`config.mk`:
```
export PLATFORM = sky130hd
export DESIGN_NAME = agu_brev_top
export DESIGN_NICKNAME = d
export VERILOG_FILES = /design/src/rtl/brev_agu_pkg.sv /design/src/rtl/agu_cfg_regs.sv /design/src/rtl/agu_bitrev.sv /design/src/rtl/agu_lane.sv /design/src/rtl/agu_brev_top.sv
export SDC_FILE = /design/constraint.sdc
export NUM_CORES = 1
export LEC_CHECK = 0
export BUFFER_PORTS_ARGS = -buffer_cell sky130_fd_sc_hd__buf_4
export CAP_MARGIN = 0
export CORE_UTILIZATION = 60
export DETAILED_ROUTE_END_ITERATION = 16
export GPL_ROUTABILITY_DRIVEN = 1
export GPL_TIMING_DRIVEN = 0
export PLACE_DENSITY = 0.95
export SYNTH_ARGS = -nofsm -noshare
export SYNTH_HDL_FRONTEND = slang
export SYNTH_HIERARCHICAL = 1
export SYNTH_SLANG_ARGS = --single-unit
export TNS_END_PERCENT = 30
```
`constraint.sdc`:
```
create_clock -name clk -period 8.21 [get_ports clk]
set_input_delay 0.821 -clock clk [delete_from_list [all_inputs] [get_ports clk]]
set_output_delay 0.821 -clock clk [all_outputs]
set_load 0.05 [all_outputs]
```
`src/rtl/brev_agu_pkg.sv`:
```
// Package: shared widths and helpers for the bit-reversing address unit.
// Assumes addresses are at most 32 bits wide.
package brev_agu_pkg;
    localparam int DEF_ADDR_W  = 16;
    localparam int DEF_NUM_OPS = 2;

    // Limit a requested reverse count to the address width.
    function automatic int clamp_count(input int raw, input int limit);
        return (raw > limit) ? limit : raw;
    endfunction
endpackage

```
`src/rtl/agu_cfg_regs.sv`:
```
// Module: holds the increment step and the reverse count.
// Assumes the write data ports are valid whenever their enables are high.
module agu_cfg_regs #(
    parameter int ADDR_W = brev_agu_pkg::DEF_ADDR_W,
    localparam int CNT_W = $clog2(ADDR_W + 1)
) (
    input  logic              clk,
    input  logic              rst_n,
    input  logic              step_wr_en,
    input  logic [ADDR_W-1:0] step_wr_data,
    input  logic              rev_wr_en,
    input  logic [CNT_W-1:0]  rev_wr_data,
    output logic [ADDR_W-1:0] step_q,
    output logic [CNT_W-1:0]  nbits_q
);
    // Step register: reset to 1, loaded on its enable.
    always_ff @(posedge clk) begin
        if (!rst_n)
            step_q <= ADDR_W'(1);
        else if (step_wr_en)
            step_q <= step_wr_data;
    end

    // Reverse-count register: reset to 0, loaded clamped to ADDR_W.
    always_ff @(posedge clk) begin
        if (!rst_n)
            nbits_q <= '0;
        else if (rev_wr_en)
            nbits_q <= CNT_W'(brev_agu_pkg::clamp_count(int'(rev_wr_data), ADDR_W));
    end
endmodule

```
`src/rtl/agu_bitrev.sv`:
```
// Module: mirrors the low nbits bits of din; the upper bits pass through.
// Assumes nbits never exceeds AW (the config registers guarantee this).
module agu_bitrev #(
    parameter int AW = brev_agu_pkg::DEF_ADDR_W,
    localparam int CW = $clog2(AW + 1)
) (
    input  logic [AW-1:0] din,
    input  logic [CW-1:0] nbits,
    output logic [AW-1:0] dout
);
    // Per-bit select between the mirrored source and the straight source.
    always_comb begin
        dout = din;
        for (int i = 0; i < AW; i++) begin
            if (i < int'(nbits))
                dout[i] = din[(int'(nbits) - 1 - i) % AW];
        end
    end
endmodule

```
`src/rtl/agu_lane.sv`:
```
// Module: one operand lane, producing the address and the write-back value.
// Assumes the step and count come from agu_cfg_regs.
module agu_lane #(
    parameter int ADDR_W = brev_agu_pkg::DEF_ADDR_W,
    localparam int CNT_W = $clog2(ADDR_W + 1)
) (
    input  logic [ADDR_W-1:0] ptr,
    input  logic              inc,
    input  logic              rev,
    input  logic [ADDR_W-1:0] step,
    input  logic [CNT_W-1:0]  nbits,
    output logic [ADDR_W-1:0] addr,
    output logic [ADDR_W-1:0] wb
);
    logic [ADDR_W-1:0] mirrored;

    agu_bitrev #(.AW(ADDR_W)) u_rev (
        .din   (ptr),
        .nbits (nbits),
        .dout  (mirrored)
    );

    // Address select: mirrored only when the reverse flag is set.
    always_comb addr = rev ? mirrored : ptr;

    // Write-back: the unmirrored pointer, plus the step when incrementing.
    always_comb wb = inc ? (ptr + step) : ptr;
endmodule

```
`src/rtl/agu_brev_top.sv`:
```
// Module: a two-operand address unit with post-increment and partial bit reversal.
// Operand k uses slice [k*ADDR_W +: ADDR_W] of every packed vector.
// Both lanes share the step and the reverse count.
module agu_brev_top #(
    parameter int ADDR_W  = brev_agu_pkg::DEF_ADDR_W,
    parameter int NUM_OPS = brev_agu_pkg::DEF_NUM_OPS,
    localparam int CNT_W  = $clog2(ADDR_W + 1)
) (
    input  logic                      clk,
    input  logic                      rst_n,
    input  logic                      step_wr_en,
    input  logic [ADDR_W-1:0]         step_wr_data,
    input  logic                      rev_wr_en,
    input  logic [CNT_W-1:0]          rev_wr_data,
    input  logic [NUM_OPS*ADDR_W-1:0] op_val,
    input  logic [NUM_OPS-1:0]        op_inc,
    input  logic [NUM_OPS-1:0]        op_rev,
    output logic [NUM_OPS*ADDR_W-1:0] mem_addr,
    output logic [NUM_OPS*ADDR_W-1:0] reg_wb
);
    logic [ADDR_W-1:0] step_q;
    logic [CNT_W-1:0]  nbits_q;

    agu_cfg_regs #(.ADDR_W(ADDR_W)) u_cfg (
        .clk          (clk),
        .rst_n        (rst_n),
        .step_wr_en   (step_wr_en),
        .step_wr_data (step_wr_data),
        .rev_wr_en    (rev_wr_en),
        .rev_wr_data  (rev_wr_data),
        .step_q       (step_q),
        .nbits_q      (nbits_q)
    );

    // One lane per operand.
    for (genvar k = 0; k < NUM_OPS; k++) begin : g_lane
        agu_lane #(.ADDR_W(ADDR_W)) u_lane (
            .ptr   (op_val[k*ADDR_W +: ADDR_W]),
            .inc   (op_inc[k]),
            .rev   (op_rev[k]),
            .step  (step_q),
            .nbits (nbits_q),
            .addr  (mem_addr[k*ADDR_W +: ADDR_W]),
            .wb    (reg_wb[k*ADDR_W +: ADDR_W])
        );
    end
endmodule

```
==> run_results.csv, run 1 <==
group,metric,value,unit
run_status,status,"finished clean",
floorplan,die_h,99.6,um
clock_tree,cts_buffers,3,
global_routing,grt_pass1_vias,5694,
detailed_routing,ant_nets,0,
global_routing,grt.total_usage,35.6,%
worst_hold_path,timing.hold.worst.class,"register to register",
critical_path,slowest_stage,"dfxtp_1",
finish,final_cell_mix,"123 x buf_4, 82 x mux2_2, 55 x mux2i_1",
synth,syn_area,5720,um2
global_routing,grt.busiest_layer,"met2",
critical_path,crit_top_cell,"buf_6",
place,port_buffers,121,
finish,n_antenna_cell,0,
synth,ys_ff_latch,21,
synth,yosysTopAreaCellShare,16.1,%
synth,seq_area_frac_synth,7.35,%
sta,fin_tns_setup,0,ns
sta,holdWs,0.527,ns
synth,synth_ff_type,"dfxtp_1",
sta,max_freq,0.210,GHz
global_routing,grt_pass1_wl,28400,um
finish,layout-drive-gt1-share,38.3,%
power,power.total,0.883,mW
finish,post-route-util,74.0,%
finish,fillers,606,
sta,finClkSkew,0,ns
clock_tree,h-tree-depth,1,
synth,async_reset_ff_share,0,%
global_routing,met1_usage,44.8,%
synth,synth_area_leaders,"mux2_2 16%, mux2i_1 9.6%, mux4_2 8.7%, ha_1 7.9%, dfxtp_1 7.4%",
global_routing,grt_use_met2,58.1,%
floorplan,initial_utilization,61.9,%
critical_path,r2r_slack,7.20,ns
detailed_routing,via_per_inst,6.92,
floorplan,die_area,9930,um2
critical_path,end_kind,"primary output",
floorplan,ios,125,
finish,nets,837,
critical_path,critical_path_class,"register to primary output",
floorplan,row_count,35,
clock_tree,path_clk_slew,0.08,ns
detailed_routing,num_vias,5997,
clock_tree,clk_root_buffer_cell,"clkbuf_8",
clock_tree,cts-resized-gates,0,
critical_path,crit_fanout,10,
finish,syn_to_final_growth,19.6,%
synth,synth_edf_count,0,
sta,relSlewSlack,61.7,%
finish,final_common_cell,"buf_4",
detailed_routing,drt-total-wl,18000,um
sta,period_minus_slack,4.76,ns
sta,setup_slack,3.45,ns
synth,synth.distinct_cells,56,
sta,worstMarginPinSlew,0.575,ns
clock_tree,cts_tree,"yes",
sta,fin_crit_sh,58.0,%
floorplan,core,9240,um2
global_routing,grt-ovfl-total,0,
synth,syn_nets,711,
power,power.leakage,2.99,nW
sta,rsz0062_at_grt,"false",
place,place_congestion,1.01,
detailed_routing,drc_errors,0,
synth,avgSynthCellArea,9.35,um2
critical_path,cp.required,7.39,ns
sta,maxSlewViolCount,0,
global_routing,grt_max_degree,14,
clock_tree,clkLatencyLatePin,0.26,ns
sta,final-hold-violation-count,0,
power,max-vdd-ir-drop,95.7,uV
place,preCtsSetupSlack,3.77,ns
global_routing,antenna_found_initial,0,
critical_path,cp_data_arrival_time,3.94,ns
detailed_routing,wl_per_cell,20.7,um
floorplan,die_x,99.6,um
power,powerDensity,129,nW/um2
clock_tree,cts_sinks,21,
sta,setup_viol,0,
detailed_routing,drt_iter0_markers,600,
clock_tree,cts_setup_buffers,0,
synth,yosys_warnings,6,
place,dp_hpwl,13700,um
global_routing,use_met3,7.31,%
synth,yosys.area.top_type,"mux2_2",
critical_path,startpoint_type,"register",
synth,postSynthCellCount,612,
critical_path,crit_chain,"buf_6, buf_6, buf_4, inv_1, ha_1, buf_6, clkbuf_8, clkbuf_8, mux4_4, mux2i_1, mux2i_1, mux2_2, mux2_2, buf_4",
detailed_routing,dr.pass1.iters,5,
run,maxCapViolCount,0,
clock_tree,cts_max_path_buffers,2,
clock_tree,hold_buffers,0,
critical_path,slowest_delay,0.65,ns
-- final timing paths --
kind | cells after the start | from | endpoint
worst max-delay path | 14 | u_cfg/nbits_q[0] | mem_addr[17]
worst max register to register | 2 | u_cfg/nbits_q[3] | u_cfg/nbits_q[3]
worst min register to register | 2 | u_cfg/nbits_q[2] | u_cfg/nbits_q[2]
worst min-delay path | 2 | u_cfg/nbits_q[2] | u_cfg/nbits_q[2]
-- per-layer routing --
layer	wire, um	part of all wire, %
met4	1020	5.7
met5	0	0
met2	8440	47
met1	6610	37
met3	1900	11
-- report_power, final --
group          switching (mW)  internal [mW]  leakage (nW)
clock network          0.0394         0.0344        0.0217
registers              0.0101          0.108         0.173
logic                   0.406          0.285          2.80
-- worst max-delay path: cells and delay by family (launching register included) --
kind	cells	cell delay [ns]
buf+inv	8	1.40
mux	5	1.33
flops	1	0.65
fa+ha+maj	1	0.29
-- registers in the layout, summed over array words and instances, names as in the netlist --
name	flops
u_cfg/nbits_q	5
u_cfg/step_q	16
-- cells in the mapped netlist (14+ instances only) --
library cell,count
nand2_1,51
a21oi_1,44
mux2_2,82
nor2_1,26
a31oi_1,14
mux2i_1,55
xnor2_1,28
dfxtp_1,21
nor2b_1,20
mux4_2,22
ha_1,36
o21ai_0,23
-- final cells by class --
type / instances / area [um2] / area share (%)
Multi-Input combinational cell: 547 / 4990 / 72.9
Timing Repair Buffer: 121 / 908 / 13.3
Sequential cell: 21 / 420 / 6.15
Buffer: 36 / 283 / 4.14
Tap cell: 129 / 161 / 2.36
Clock buffer: 3 / 41.3 / 0.604
Inverter: 8 / 30.0 / 0.439
Clock inverter: 1 / 7.51 / 0.110
-- per-stage QoR --
stage | instance area [um2] | instances
floorplan | 5720 | 612
global placement | 6790 | 862
detailed placement | 6790 | 862
CTS | 6840 | 866
global route | 6840 | 866
finish | 6840 | 866
-- cell families after synthesis --
group           after synthesis  share of synthesized area (%)
compound gates              143                           16.1
xor+xnor                     50                           9.76
fa+ha+maj                    38                           8.58
buf+inv                      44                           5.47
flops                        21                           7.35
mux                         173                           39.9
simple gates                143                           12.8
Power figures use the tool's default switching activity.
==> inputs of run 2 (changes only) <==
CORE_UTILIZATION = 57   (was 60)
PLACE_DENSITY = 0.94   (was 0.95)
clock period = 4.9 ns   (was 8.21 ns; I/O delays follow)
==> run_results.csv, run 2 (same netlist as run 1, synthesis figures left out) <==
group,metric,value,unit
run_status,status,"finished clean",
clock_tree,cts_sinks,21,
floorplan,die_area,10400,um2
critical_path,startpoint_type,"register",
power,clockPowerShare,8.3,%
critical_path,critical_path_class,"register to primary output",
floorplan,die_h,102,um
place,preCtsSetupSlack,0.780,ns
finish,multi_input_area,4990,um2
finish,seqCellArea,420,um2
critical_path,crit_path_end,"mem_addr[9]",
detailed_routing,num_vias,5671,
global_routing,antenna_found_initial,0,
power,combPwrFrac,78.3,%
clock_tree,cts_buffers,3,
finish,fillers,736,
clock_tree,hold_buffers,0,
sta,finClkSkew,0,ns
finish,final_cell_mix,"123 x buf_4, 82 x mux2_2, 55 x mux2i_1",
power,power.switching,0.750,mW
global_routing,grt_max_degree,14,
finish,nets,837,
finish,top_register,"u_cfg/step_q",
finish,largest_reg_flops,16,
floorplan,row_count,36,
clock_tree,path_clk_slew,0.08,ns
floorplan,die_x,102,um
finish,layout-drive-gt1-share,38.3,%
sta,final-hold-violation-count,0,
sta,maxSlewViolCount,0,
global_routing,grt.total_usage,33.2,%
power,powerDensity,214,nW/um2
detailed_routing,drt_iter0_markers,390,
detailed_routing,via_per_inst,6.52,
floorplan,core,9730,um2
worst_hold_path,timing.hold.worst.class,"input port to register",
clock_tree,h-tree-depth,1,
detailed_routing,ant_nets,0,
critical_path,r2r_slack,3.89,ns
critical_path,critical_path.startpoint,"u_cfg/nbits_q[0]",
detailed_routing,drt-total-wl,17400,um
critical_path,cp.required,4.41,ns
detailed_routing,dr.pass1.iters,5,
power,seqPwrFrac,13.4,%
sta,setup_slack,0.465,ns
global_routing,grt_pass1_wl,26900,um
global_routing,grt-ovfl-total,0,
clock_tree,clk_root_buffer_cell,"clkbuf_8",
detailed_routing,drc_errors,0,
sta,rsz0062_at_grt,"false",
clock_tree,cts_max_path_buffers,2,
critical_path,crit_fanout,10,
clock_tree,cts-resized-gates,0,
critical_path,cp_data_arrival_time,3.95,ns
critical_path,timing.rr.end,"u_cfg/nbits_q[3]",
power,internal-power,0.715,mW
power,switching_share,51.2,%
finish,syn_to_final_growth,19.6,%
place,port_buffers,121,
critical_path,r2r-start,"u_cfg/nbits_q[3]",
run,maxCapViolCount,0,
finish,n_antenna_cell,0,
sta,max_freq,0.225,GHz
worst_hold_path,hold_path_startpoint,"rev_wr_data[1]",
sta,fin_tns_setup,0,ns
clock_tree,cts_setup_buffers,0,
sta,relSlewSlack,57.8,%
sta,period_minus_slack,4.44,ns
place,placed_cell_area,6790,um2
finish,final_common_cell,"buf_4",
place,place_congestion,0.942,
detailed_routing,wl_per_cell,20.0,um
sta,setup_viol,0,
sta,fin_crit_sh,90.5,%
place,dp_hpwl,13400,um
critical_path,r2r_cells,2,
finish,top_regs,"u_cfg/step_q (16), u_cfg/nbits_q (5)",
global_routing,grt_pass1_vias,5447,
clock_tree,cts_tree,"yes",
floorplan,ios,125,
critical_path,end_kind,"primary output",
sta,worstMarginPinSlew,0.633,ns
floorplan,initial_utilization,58.8,%
power,power.leakage,2.99,nW
power,max-vdd-ir-drop,134,uV
finish,final_area,6840,um2
clock_tree,clkLatencyLatePin,0.26,ns
==> run 2: cell counts in the layout (fill, tap and decap cells not counted) <==
No cell type changed its count.
==> run 2: layout make-up <==
cell class	instances	area share [%]
plain buffers	36	4.13
clock buffers	3	0.603
clock inverters	1	0.110
inverters	8	0.439
multi-input cells	547	72.9
flip-flops and latches	21	6.14
well taps	133	2.43
repair buffers	121	13.3
==> run 2: worst min-delay path by stage <==
stage,to,slack (ns),cells past startpoint
global placement,u_cfg/nbits_q[2],0.50,2
finish,u_cfg/nbits_q[1],0.48,3
floorplan,u_cfg/step_q[0],0.47,2
detailed placement,u_cfg/nbits_q[2],0.52,2
global route,u_cfg/nbits_q[1],0.48,3
CTS,u_cfg/step_q[0],0.47,3
==> run 2: power by group through the flow <==
stage          combinational (mW)  clock (mW)  sequential, mW
3_3_place_gp                 1.10           0           0.200
2_1_floorplan               0.844           0           0.194
6_report                     1.15       0.121           0.196
4_1_cts                      1.13       0.124           0.196
3_5_place_dp                 1.13           0           0.200
5_1_grt                      1.21       0.131           0.197
==> run 2: critical path, cell delays in order (launching register included) <==
cell	delay, ns
dfxtp_1	0.67
buf_6	0.25
buf_6	0.17
buf_4	0.19
inv_1	0.06
ha_1	0.29
buf_6	0.13
clkbuf_8	0.20
clkbuf_8	0.19
mux4_4	0.44
mux2i_1	0.20
mux2i_1	0.14
mux2_4	0.28
mux2_2	0.27
buf_4	0.19
==> run 2: metal layers <==
layer,share of wire (%),GRT usage [%]
met5,0,0
met3,8.1,4.38
met2,48,55.0
met4,3.9,12.9
met1,40,44.0
==> run 2: metrics by stage <==
step,utilization (%),hold slack (ns),power (mW),std cells
global route,70.3,0.478,1.54,870
finish,70.3,0.477,1.46,870
detailed placement,69.8,0.516,1.33,866
floorplan,-,0.472,1.04,612
CTS,70.3,0.472,1.45,870
global placement,69.8,0.504,1.30,866
==> inputs of run 3 (changes only) <==
BUFFER_PORTS_ARGS = default   (was -buffer_cell sky130_fd_sc_hd__buf_4)
CORE_UTILIZATION = 60   (was 57)
DONT_BUFFER_PORTS = 1   (was default)
PLACE_DENSITY = 0.9   (was 0.94)
clock period = 4 ns   (was 4.9 ns; I/O delays follow)
==> run_results.csv, run 3 (same netlist as run 1, synthesis figures left out) <==
group,metric,value,unit
run_status,status,"finished clean",
global_routing,grt-ovfl-total,0,
global_routing,use_met3,7.24,%
floorplan,core,9240,um2
clock_tree,path_clk_slew,0.08,ns
sta,rsz0062_at_grt,"false",
global_routing,grt_pass1_wl,27000,um
finish,final_common_cell,"mux2_2",
sta,period_minus_slack,3.87,ns
finish,nets,718,
finish,top_regs,"u_cfg/step_q (16), u_cfg/nbits_q (5)",
floorplan,die_x,99.6,um
critical_path,cp_num_buf_inv,7,
place,dp_hpwl,13000,um
power,power.switching,0.846,mW
sta,worstMarginPinSlew,1.11,ns
critical_path,cp_data_arrival_time,3.47,ns
global_routing,grt_use_met2,55.0,%
power,internal-power,0.754,mW
detailed_routing,drc_errors,0,
critical_path,r2r-start,"u_cfg/nbits_q[3]",
worst_hold_path,hold_path_startpoint,"rst_n",
sta,setup_slack,0.134,ns
sta,fin_crit_sh,96.6,%
floorplan,initial_utilization,61.9,%
sta,finClkSkew,0,ns
critical_path,slowest_delay,0.47,ns
floorplan,die_area,9930,um2
sta,relSlewSlack,27.0,%
clock_tree,cts_tree,"yes",
detailed_routing,num_vias,5380,
finish,syn_to_final_growth,5.10,%
global_routing,grt.busiest_layer,"met2",
place,port_buffers,0,
place,preCtsSetupSlack,0.0297,ns
finish,final_area,6010,um2
clock_tree,clk_root_buffer_cell,"clkbuf_8",
power,clockPowerShare,9.1,%
detailed_routing,via_per_inst,7.20,
critical_path,crit_fanout,10,
critical_path,critical_path_class,"register to primary output",
finish,top_register,"u_cfg/step_q",
sta,max_freq,0.259,GHz
clock_tree,clkLatencyLatePin,0.26,ns
power,max-vdd-ir-drop,150,uV
critical_path,cp.required,3.60,ns
detailed_routing,ant_nets,0,
detailed_routing,dr.pass1.iters,6,
power,switching_share,52.9,%
global_routing,grt_max_degree,14,
clock_tree,cts_max_path_buffers,2,
global_routing,met1_usage,44.6,%
clock_tree,cts_buffers,3,
finish,multi_input_area,5020,um2
finish,layout-drive-gt1-share,27.5,%
global_routing,grt.total_usage,34.3,%
clock_tree,h-tree-depth,1,
critical_path,startpoint_type,"register",
detailed_routing,wl_per_cell,23.1,um
global_routing,antenna_found_initial,0,
power,power.leakage,2.46,nW
sta,setup_viol,0,
floorplan,ios,125,
critical_path,crit_top_cell,"buf_6",
run,maxCapViolCount,0,
finish,n_antenna_cell,0,
power,seqPwrFrac,15.1,%
finish,fillers,713,
detailed_routing,drt_iter0_markers,557,
place,placed_cell_area,5880,um2
finish,seqCellArea,425,um2
floorplan,row_count,35,
critical_path,slowest_stage,"mux4_4",
critical_path,crit_family,"multiplexers",
global_routing,grt_pass1_vias,5182,
sta,final-hold-violation-count,0,
sta,maxSlewViolCount,0,
clock_tree,hold_buffers,0,
detailed_routing,drt-total-wl,17300,um
finish,largest_reg_flops,16,
critical_path,crit_chain,"buf_8, buf_6, buf_6, inv_1, ha_1, buf_6, clkbuf_8, clkbuf_8, mux4_4, mux2i_2, mux2i_1, mux2_4, mux2_4",
power,combPwrFrac,75.9,%
finish,final_cell_mix,"77 x mux2_2, 52 x mux2i_1, 51 x nand2_1",
power,powerDensity,266,nW/um2
place,place_congestion,0.940,
worst_hold_path,timing.hold.worst.class,"input port to register",
critical_path,critical_path.startpoint,"u_cfg/nbits_q[0]",
clock_tree,cts_sinks,21,
floorplan,die_h,99.6,um
critical_path,end_kind,"primary output",
sta,fin_tns_setup,0,ns
-- run 3: changes by cell type in the layout (fill, tap and decap cells not counted), moves of 2 or more --
cell      previous run  this run
clkbuf_1            13        11
dfxtp_1             21        19
clkbuf_2             0         2
buf_4              123         2
mux2i_2              0         2
mux2i_1             55        52
mux2_4               4         9
mux2_2              82        77
-- run 3: path summary, 6_finish.rpt --
check | end | slack [ns] | cells after the start
worst min-delay path | u_cfg/step_q[15] | 0.26 | 1
worst min register to register | u_cfg/nbits_q[2] | 0.53 | 2
worst max-delay path | mem_addr[25] | 0.13 | 13
worst max register to register | u_cfg/nbits_q[3] | 2.98 | 2
-- run 3: layout make-up --
| cell class | instances | area share, % |
|---|---|---|
| Timing Repair Buffer | 2 | 0.250 |
| Inverter | 8 | 0.500 |
| Multi-Input combinational cell | 547 | 83.6 |
| Buffer | 36 | 5.08 |
| Sequential cell | 21 | 7.08 |
| Clock inverter | 1 | 0.125 |
| Tap cell | 129 | 2.69 |
| Clock buffer | 3 | 0.687 |
-- run 3: routing by layer --
metal	part of all wire, %	routed length [um]
met2	47	8180
met3	10	1770
met5	0	0
met1	38	6500
met4	4.8	829
-- run 3: power by group through the flow --
| stage | Clock [mW] | Combinational, mW | Sequential [mW] |
|---|---|---|---|
| 4_1_cts | 0.147 | 1.18 | 0.241 |
| 5_1_grt | 0.160 | 1.28 | 0.242 |
| 6_report | 0.145 | 1.21 | 0.241 |
| 2_1_floorplan | 0 | 1.03 | 0.237 |
| 3_5_place_dp | 0 | 1.17 | 0.246 |
| 3_3_place_gp | 0 | 1.14 | 0.245 |
-- run 3: timing repair --
| item | CTS | global route |
|---|---|---|
| resized for setup | 5 | 14 |
| endpoints found under the setup margin | 20 | 14 |
| pin swaps | 0 | 0 |
| setup buffers | 0 | 2 |
-- run 3: through the flow --
| stage | hold WS (ns) | instances | power [mW] | utilization, % |
|---|---|---|---|---|
| 6_report | 0.259 | 747 | 1.60 | 65.1 |
| 3_5_place_dp | 0.505 | 741 | 1.42 | 63.6 |
| 5_1_grt | 0.267 | 747 | 1.68 | 65.1 |
| 3_3_place_gp | 0.503 | 741 | 1.39 | 63.6 |
| 4_1_cts | 0.257 | 745 | 1.57 | 64.3 |
| 2_1_floorplan | 0.472 | 612 | 1.27 | - |
